`config.mk`:
```
export PLATFORM = sky130hd
export DESIGN_NAME = fpmul_sp
export DESIGN_NICKNAME = d
export VERILOG_FILES = /design/src/rtl/fpm_pkg.sv /design/src/rtl/fpm_unpack.sv /design/src/rtl/fpm_sigmul.sv /design/src/rtl/fpm_normround.sv /design/src/rtl/fpmul_sp.sv
export SDC_FILE = /design/constraint.sdc
export NUM_CORES = 2
export LEC_CHECK = 0
export BUFFER_PORTS_ARGS = -buffer_cell sky130_fd_sc_hd__buf_2
export CAP_MARGIN = 20
export CORE_ASPECT_RATIO = 1.75
export CORE_UTILIZATION = 60
export CTS_CLUSTER_DIAMETER = 50
export DETAILED_ROUTE_END_ITERATION = 12
export MAX_ROUTING_LAYER = met4
export PLACE_DENSITY = 0.76
export SLEW_MARGIN = 20
export SYNTH_ARGS = -nofsm -noshare
export SYNTH_HDL_FRONTEND = slang
export SYNTH_SLANG_ARGS = --single-unit
```
`constraint.sdc`:
```
create_clock -name clk -period 15.1 [get_ports clk]
set_input_delay 0 -clock clk [delete_from_list [all_inputs] [get_ports clk]]
set_output_delay 0 -clock clk [all_outputs]
set_load 0.03 [all_outputs]
```
`src/rtl/fpm_pkg.sv`:
```
package fpm_pkg;

   typedef struct packed {
      logic ovf;
      logic unf;
      logic zro;
   } fpm_flags_t;

   function automatic int unsigned fpm_bias(input int unsigned exp_w);
      return (1 << (exp_w - 1)) - 1;
   endfunction

endpackage

```
`src/rtl/fpm_unpack.sv`:
```
module fpm_unpack #(
   parameter int EXP_W  = 8,
   parameter int FRAC_W = 23,
   localparam int W     = 1 + EXP_W + FRAC_W,
   localparam int SIG_W = FRAC_W + 1
) (
   input  logic [W-1:0]     op,
   output logic             sgn,
   output logic [EXP_W-1:0] expo,
   output logic [SIG_W-1:0] sig,
   output logic             is_zero
);
   assign sgn     = op[W-1];
   assign expo    = op[W-2 -: EXP_W];
   assign is_zero = (expo == '0);
   assign sig     = {~is_zero, op[FRAC_W-1:0]};
endmodule

```
`src/rtl/fpm_sigmul.sv`:
```
module fpm_sigmul #(
   parameter int SIG_W   = 24,
   localparam int PROD_W = 2 * SIG_W
) (
   input  logic [SIG_W-1:0]  sa,
   input  logic [SIG_W-1:0]  sb,
   output logic [PROD_W-1:0] prod
);
   assign prod = PROD_W'(sa) * PROD_W'(sb);
endmodule

```
`src/rtl/fpm_normround.sv`:
```
module fpm_normround
   import fpm_pkg::*;
#(
   parameter int EXP_W   = 8,
   parameter int FRAC_W  = 23,
   localparam int SIG_W  = FRAC_W + 1,
   localparam int PROD_W = 2 * SIG_W,
   localparam int EW     = EXP_W + 2,
   localparam int EMAX   = (1 << EXP_W) - 1
) (
   input  logic [PROD_W-1:0]   prod,
   input  logic signed [EW-1:0] esum,
   output logic [EXP_W-1:0]    exp_out,
   output logic [FRAC_W-1:0]   frac_out,
   output fpm_flags_t          flg
);
   logic             hi;
   logic [SIG_W-1:0] kept;
   logic             gbit, rbit, sbit, bump;
   logic [SIG_W:0]   rsum, rshift;
   logic             carry;
   logic signed [EW-1:0] adj_hi, adj_cy, efin;

   assign hi = prod[PROD_W-1];

   // one-place normalization with guard/round/sticky capture
   always_comb begin
      if (hi) begin
         kept = prod[PROD_W-1 -: SIG_W];
         gbit = prod[PROD_W-1-SIG_W];
         rbit = prod[PROD_W-2-SIG_W];
         sbit = |prod[PROD_W-3-SIG_W:0];
      end else begin
         kept = prod[PROD_W-2 -: SIG_W];
         gbit = prod[PROD_W-2-SIG_W];
         rbit = prod[PROD_W-3-SIG_W];
         sbit = |prod[PROD_W-4-SIG_W:0];
      end
   end

   // nearest-even increment and post-round renormalization
   assign bump   = gbit & (rbit | sbit | kept[0]);
   assign rsum   = {1'b0, kept} + (SIG_W+1)'(bump);
   assign carry  = rsum[SIG_W];
   assign rshift = carry ? (rsum >> 1) : rsum;

   assign adj_hi = signed'(EW'(hi));
   assign adj_cy = signed'(EW'(carry));
   assign efin   = esum + adj_hi + adj_cy;

   always_comb begin
      flg      = '0;
      exp_out  = efin[EXP_W-1:0];
      frac_out = rshift[FRAC_W-1:0];
      if (efin >= signed'(EW'(EMAX))) begin
         flg.ovf  = 1'b1;
         exp_out  = '1;
         frac_out = '0;
      end else if (efin <= signed'(EW'(0))) begin
         flg.unf  = 1'b1;
         flg.zro  = 1'b1;
         exp_out  = '0;
         frac_out = '0;
      end
   end
endmodule

```
`src/rtl/fpmul_sp.sv`:
```
module fpmul_sp
   import fpm_pkg::*;
#(
   parameter int EXP_W   = 8,
   parameter int FRAC_W  = 23,
   localparam int W      = 1 + EXP_W + FRAC_W,
   localparam int SIG_W  = FRAC_W + 1,
   localparam int PROD_W = 2 * SIG_W,
   localparam int EW     = EXP_W + 2,
   localparam int BIAS   = int'(fpm_bias(EXP_W))
) (
   input  logic         clk,
   input  logic         rst,
   input  logic         in_valid,
   input  logic [W-1:0] a,
   input  logic [W-1:0] b,
   output logic         out_valid,
   output logic [W-1:0] p,
   output logic         overflow,
   output logic         underflow,
   output logic         zero
);
   generate
      if (EXP_W < 3)  begin : g_bad_exp  $error("fpmul_sp: EXP_W must be at least 3");  end
      if (FRAC_W < 3) begin : g_bad_frac $error("fpmul_sp: FRAC_W must be at least 3"); end
   endgenerate

   logic [W-1:0]     ops [2];
   logic             op_s [2];
   logic [EXP_W-1:0] op_e [2];
   logic [SIG_W-1:0] op_m [2];
   logic             op_z [2];

   assign ops[0] = a;
   assign ops[1] = b;

   generate
      for (genvar i = 0; i < 2; i++) begin : g_unpack
         fpm_unpack #(.EXP_W(EXP_W), .FRAC_W(FRAC_W)) u_unp (
            .op(ops[i]), .sgn(op_s[i]), .expo(op_e[i]),
            .sig(op_m[i]), .is_zero(op_z[i])
         );
      end
   endgenerate

   logic [PROD_W-1:0]    prod;
   logic [EW-1:0]        eraw;
   logic signed [EW-1:0] esum;
   logic [EXP_W-1:0]     e_n;
   logic [FRAC_W-1:0]    f_n;
   fpm_flags_t           flg_n;
   logic                 s_n, any_zero;

   fpm_sigmul #(.SIG_W(SIG_W)) u_mul (.sa(op_m[0]), .sb(op_m[1]), .prod(prod));

   assign eraw = EW'(op_e[0]) + EW'(op_e[1]) - EW'(BIAS);
   assign esum = signed'(eraw);

   fpm_normround #(.EXP_W(EXP_W), .FRAC_W(FRAC_W)) u_nr (
      .prod(prod), .esum(esum), .exp_out(e_n), .frac_out(f_n), .flg(flg_n)
   );

   assign s_n      = op_s[0] ^ op_s[1];
   assign any_zero = op_z[0] | op_z[1];

   always_ff @(posedge clk) begin
      if (rst) begin
         out_valid <= 1'b0;
         p         <= '0;
         overflow  <= 1'b0;
         underflow <= 1'b0;
         zero      <= 1'b0;
      end else begin
         out_valid <= in_valid;
         if (in_valid) begin
            if (any_zero) begin
               p         <= {s_n, {(W-1){1'b0}}};
               overflow  <= 1'b0;
               underflow <= 1'b0;
               zero      <= 1'b1;
            end else begin
               p         <= {s_n, e_n, f_n};
               overflow  <= flg_n.ovf;
               underflow <= flg_n.unf;
               zero      <= flg_n.zro;
            end
         end
      end
   end

   // ---------------- assertions ----------------
   assert_valid_follow_R10: assert property (@(posedge clk) disable iff (rst)
      in_valid |=> out_valid);
   assert_valid_idle_R10: assert property (@(posedge clk) disable iff (rst)
      !in_valid |=> !out_valid);
   assert_sign_xor_R2: assert property (@(posedge clk) disable iff (rst)
      in_valid |=> p[W-1] == $past(a[W-1] ^ b[W-1]));
   assert_zero_operand_R7: assert property (@(posedge clk) disable iff (rst)
      in_valid && (a[W-2 -: EXP_W] == '0 || b[W-2 -: EXP_W] == '0)
      |=> zero && !overflow && !underflow && p[W-2:0] == '0);
   assert_inf_encoding_R8: assert property (@(posedge clk) disable iff (rst)
      overflow |-> p[W-2 -: EXP_W] == '1 && p[FRAC_W-1:0] == '0 && !zero);
   assert_flush_result_R9: assert property (@(posedge clk) disable iff (rst)
      underflow |-> zero && p[W-2:0] == '0);
   assert_flags_exclusive_R8: assert property (@(posedge clk) disable iff (rst)
      $onehot0({overflow, underflow}));
   assert_normal_range_R1: assert property (@(posedge clk) disable iff (rst)
      out_valid && !zero && !overflow |-> p[W-2 -: EXP_W] != '0 && p[W-2 -: EXP_W] != '1);
endmodule

```
Yosys cells after proc, flatten, opt, wreduce, memory -nomap -nowiden. Cells that the tools add are included.

Word-level logic and storage cells: 40. Output and inout port bits: 36. Bits of input ports: 67. Bits in registers: 36.

$lt $le $gt $ge: 2. Multipliers: 1. $add $sub $neg: 5. Bitwise logic cells: 7. Reduce and logical (&&, ||, !) cells: 4. Multiplexer cells: 16.

Operators with widths (number): 23-bit two-way mux (3); 24-bit by 24-bit multiplier with 48-bit output (1); 31-bit two-way mux (1); 24-bit by 1-bit adder with 25-bit output (1); 24-bit two-way mux (1); 22-bit OR reduction (1); 21-bit OR reduction (1); 10-bit by 2-bit adder with 10-bit output (2); 8-bit logical NOT (2); 8-bit two-way mux (2); 10-bit by 9-bit greater-or-equal comparator with 1-bit output, second input constant (1); 10-bit by 1-bit <= comparator with 1-bit output, second input constant (1); 9-bit by 7-bit subtractor with 10-bit output, second input constant (1); 8-bit by 8-bit adder with 9-bit output (1); 1-bit two-way mux (7); 2-bit two-way mux (2); 1-bit OR (3); 1-bit NOT (2); 1-bit AND (1); 1-bit bitwise XOR (1).

Depth between registers and ports, before layout.
Depth in word-level cells: 14. Depth in mapped cells: 49. Mapped depth without buffers: 45.

Modules after synthesis. From an unflattened synthesis, not the netlist that was laid out.

Cells, all modules: 2742. Area total of the unflattened synthesis: 23412.5 um2.

Modules (own cells, without submodules): fpm_sigmul (sequential area each 0.0 um2, cells an instance 2176, instances 1, area an instance 19127.1 um2); fpm_normround (sequential area each 0.0 um2, cells an instance 289, instances 1, area an instance 1945.6 um2); fpmul_sp (sequential area each 720.7 um2, cells an instance 205, instances 1, area an instance 1814.2 um2); fpm_unpack (sequential area each 0.0 um2, cells an instance 36, instances 2, area an instance 262.8 um2).

Least setup slack after synthesis. OpenSTA, ideal clock, no wires.

Path type: input -> register. From: input port a[23]. To: register p[20]. Stages: 46. Arrival time: 11457 ps. Data required time: 15038 ps. Setup time: 62 ps. Path buffers: 4. Path slack: 3582 ps. Cells stage by stage: nor4_1 -> nand2_1 -> clkbuf_1 -> and2_1 -> fa_1 -> fa_1 -> fa_1 -> inv_1 -> fa_1 -> inv_1 -> fa_1 -> inv_1 -> fa_1 -> inv_1 -> fa_1 -> ha_1 -> nand4_1 -> nor3_1 -> (+10 left out) -> or4b_4 -> a2111oi_4 -> nand4_2 -> nor4_4 -> fa_1 -> fa_1 -> a21o_1 -> a21oi_1 -> o21bai_1 -> a2111oi_0 -> or3_1 -> o211ai_1 -> o2111ai_1 -> nor3b_1 -> clkbuf_1 -> o41a_1 -> o21ai_1 -> nand3_1.

Cells in the longest elaborated chain, start to end: 13. Elaborated cells between the ends (all ways): 22. Classes of those cells: add/sub: 5; mul: 1; order compare: 2; mux: 8; bitwise: 5; reduce/logical: 1.

RTL lines: start, declared (line fpmul_sp.sv:15) `input logic [W-1:0] a,`; 8-bit logical NOT (line fpm_unpack.sv:15) `assign is_zero = (expo == '0);`; 1-bit NOT (line fpm_unpack.sv:16) `assign sig = {~is_zero, op[FRAC_W-1:0]};`; 24-bit by 24-bit multiplier with 48-bit output (line fpm_sigmul.sv:9) `assign prod = PROD_W'(sa) * PROD_W'(sb);`; 1-bit two-way mux (line fpm_normround.sv:28) `if (hi) begin`; 1-bit OR (2 in a row) (line fpm_normround.sv:42) `assign bump = gbit & (rbit | sbit | kept[0]);`; 1-bit AND (line fpm_normround.sv:42); 24-bit by 1-bit adder with 25-bit output (line fpm_normround.sv:43) `assign rsum = {1'b0, kept} + (SIG_W+1)'(bump);`; 10-bit by 2-bit adder with 10-bit output (line fpm_normround.sv:49) `assign efin = esum + adj_hi + adj_cy;`; 10-bit by 1-bit <= comparator with 1-bit output (line fpm_normround.sv:59) `end else if (efin <= signed'(EW'(0))) begin`; 23-bit two-way mux (line fpm_normround.sv:59); 23-bit two-way mux (line fpm_normround.sv:55) `if (efin >= signed'(EW'(EMAX))) begin`; 31-bit two-way mux (*) (line fpmul_sp.sv:76) `if (any_zero) begin`; end signal, assigned (line fpmul_sp.sv:77) `p <= {s_n, {(W-1){1'b0}}};`; end signal, assigned (line fpmul_sp.sv:82) `p <= {s_n, e_n, f_n};`; end, declared (line fpmul_sp.sv:18) `output logic [W-1:0] p,`.

Every way passes the cells marked *; elsewhere a longest branch is shown, timed or not. A chain may end at the register's enable or synchronous reset.

Worst setup path after layout.
From: input port a[23]. To: register p[1].

The elaborated chain is that of the path after synthesis.

==> summary.md <==
| Metric | Value |
|---|---|
| Worst Max-Slew Pin Slew | 1.013 ns |
| Crit-path leading delay family | adder cells |
| Synth Area per Inst | roughly 8.5 um2 |
| Routed WL | about 66000 um |
| Filler cell count | 3162 |
| Final Skew | 0 ns |
| Post-CTS Resized | 0 |
| Initial Utilization | 60.87% |
| Post-Synthesis Cells | between 2000 and 3000 |
| Period Utilization, post-route | 86.83% |
| Max Buffers Root-to-Sink | 2 |
| Mapped Nets | ~3400 |
| WL met2 | 35770 um |
| Critical path endpoint | p[1] |
| Post-synth ARST share | 0% |
| Share of layout cells above drive strength 1 | 5.989% |
| I/O pin count | approximately 100 |
| Final setup vio count | 0 |
| CTS tree | yes |
| Drc violations | 0 |
| DR iter-0 viols | between 1000 and 1500 |
| Initial antenna violation count | 0 |
| Crit path top cell by count | fa_1 |
| CTS Hold Buffers Added | 2 |
| Setup Crit Path Kind | in2reg |
| YS warnings | 0 |
| Placer Congestion | between 0.9 and 1 |
| Hold Fails Final Rpt | 0 |
| Die width | 148.2 um |
| Final Core Density | a little over three fifths |
| Final antenna diode count | 0 |
| Slew Viols, Final | 0 |
| Crit path buf inv count | 9 |
| Crit path time final | roughly 13 ns |
| Post-layout net count | 3378 |
| Status | complete, no violations |
| Chip Height | 257.9 um |
| Critical Path Stages | 47 |
| Root Driver | clkbuf_16 |
| CTS Buf Count | 5 |
| Syn Std Cell Area | around 22000 um2 |
| MaxCap Viol Count | 0 |
| Post-synth top cells | 530 x inv_1, 484 x fa_1, 449 x nand2_1 |
| Slowest cell on crit path | nor2b_1 |
| WL met1 | approximately 22000 um |
| FF-to-FF Start | p[12] |
| Setup total negative slack | 0 ns |
| First-pass GRT wire length | roughly 110000 um |
| Met3 routed WL | a little under 4000 um |
| Vias per cell | 6.108 |
| Most common cell in the netlist | inv_1 |
| Crit path from | a[23] |
| CP Capture Type | flop |
| GRT Overall Usage | a little under two fifths |
| Largest net degree at the start of global routing | 28 |
| Top_reg_cell synth | dfxtp_1 |
| Synth Register Bits | 36 |
| HP Start | in_valid |
| Worst-skew pair later-pin latency | 0.30 ns |
| R2R setup slack | 14.41 ns |
| Req. time, crit path | between 15 and 20 ns |
| Synth-to-Final Area Change | 3.711% |
| Total congestion overflow | 0 |
| Post-CTS Repair Setup Buffers | 0 |
| Fmax achieved | between 70 and 80 MHz |
| Die area | roughly 38000 um2 |
| Worst hold path type | in2reg |
| Vias in the first global route | 21100 |
| Arrival @ worst endpoint | approximately 13 ns |
| Post-synth EDFFs | 0 |
| Multi-input logic area | approximately 19000 um2 |
| Post-DR wirelength/cell | between 20 and 25 um |
| Crit-path max FO | 27 |
| Via count | 19020 |
| Max stage delay on crit path | roughly 0.7 ns |
| Pre-Repair DR Iteration Count | 7 |
| Row count | 93 |
| Port Buffer Count | ~100 |
| Area leader, netlist | fa_1 |
| Sequential fraction of the synthesis area | under 10% |
| Post-synth top area share | 43.15% |
| ANT nets after route | 0 |
| Htree depth | 2 |
| Storage cell area | 720.7 um2 |
| R2r endpoint | p[12] |
| Core region area | roughly 37000 um2 |
| Clock-pin slew on the worst setup and hold paths | around 0.06 ns |
| Distinct cells, synth | 94 |
| Clock sinks | 36 |
| DP Wirelength | around 53000 um |
| Critical Path Source Type | input pin |
| Slew margin rel. | approximately 32% |
| Highest Signal Layer | met4 |
| FF-to-FF path depth | 2 |
| Unrepaired setup endpoints after global routing | false |
| Synth top area cells | fa_1 43%, ha_1 11%, inv_1 8.9%, nand2_1 7.5%, and2_1 6.2% |
[how the worst min path moves through the flow]
stage                      to  cells after the start
global route        underflow                      2
global placement        p[31]                      3
detailed placement      p[31]                      3
CTS                     p[31]                      2
finish                  p[31]                      2
floorplan               p[25]                      1
[layer usage]
layer  GRT usage (%)  vias up
met3           3.587      342
met2           67.68      981
met4           26.63        0
met1           38.48     9504
met5               -        -
li1                -     8188
[metrics by stage]
stage / instances / setup slack (ns) / instance area [um2] / hold slack, ns
2_1_floorplan: 2645 / 3.582 / 22450 / 0.06907
3_3_place_gp: 3103 / 2.191 / 23120 / 0.3080
3_5_place_dp: 3103 / 1.849 / 23120 / 0.3073
4_1_cts: 3113 / 2.067 / 23290 / 0.02798
5_1_grt: 3113 / 1.166 / 23290 / 0.07947
6_report: 3113 / 1.989 / 23290 / 0.03023
[state kept, by name, summed over array words and instances (netlist names)]
signal	count
out_valid	1
overflow	1
p	32
underflow	1
zero	1
[layout make-up]
cell class | instances | share of cell area, %
inverter | 531 | 8.559
clock inverter | 3 | 0.08060
tap | 475 | 2.552
multi-input combinational | 1950 | 82.61
clock buffer | 5 | 0.5373
timing repair buffer | 113 | 2.568
sequential | 36 | 3.095
[cell usage in the layout, fill, tap and decap left out, types with 13 or more instances in the layout]
cell and n:
dfxtp_1 36, o21ai_0 49, a21o_1 28, a22o_1 16
nor4_1 13, ha_1 190, nand3_1 26, or3_1 14
and2_1 223, mux2i_1 14, inv_1 530, buf_2 102
fa_1 484, nor2_1 71, nand4_1 17, nand2_1 449
xnor2_1 26, nor3_1 28, a21oi_1 77
[cells by family after synthesis]
group / after synthesis / share of synthesized area [%]
XOR/XNOR: 38 / 1.482
adder cells (fa/ha/maj): 674 / 53.74
flip-flops: 36 / 3.210
multiplexers: 19 / 0.8749
AO/OA/AOI/OAI: 308 / 9.791
AND/OR/NAND/NOR: 911 / 19.76
buffers and inverters: 659 / 11.14
Power is left out: the tool's default activity adds up to more than one toggle a clock period on the data nets, which glitch-free logic cannot reach.
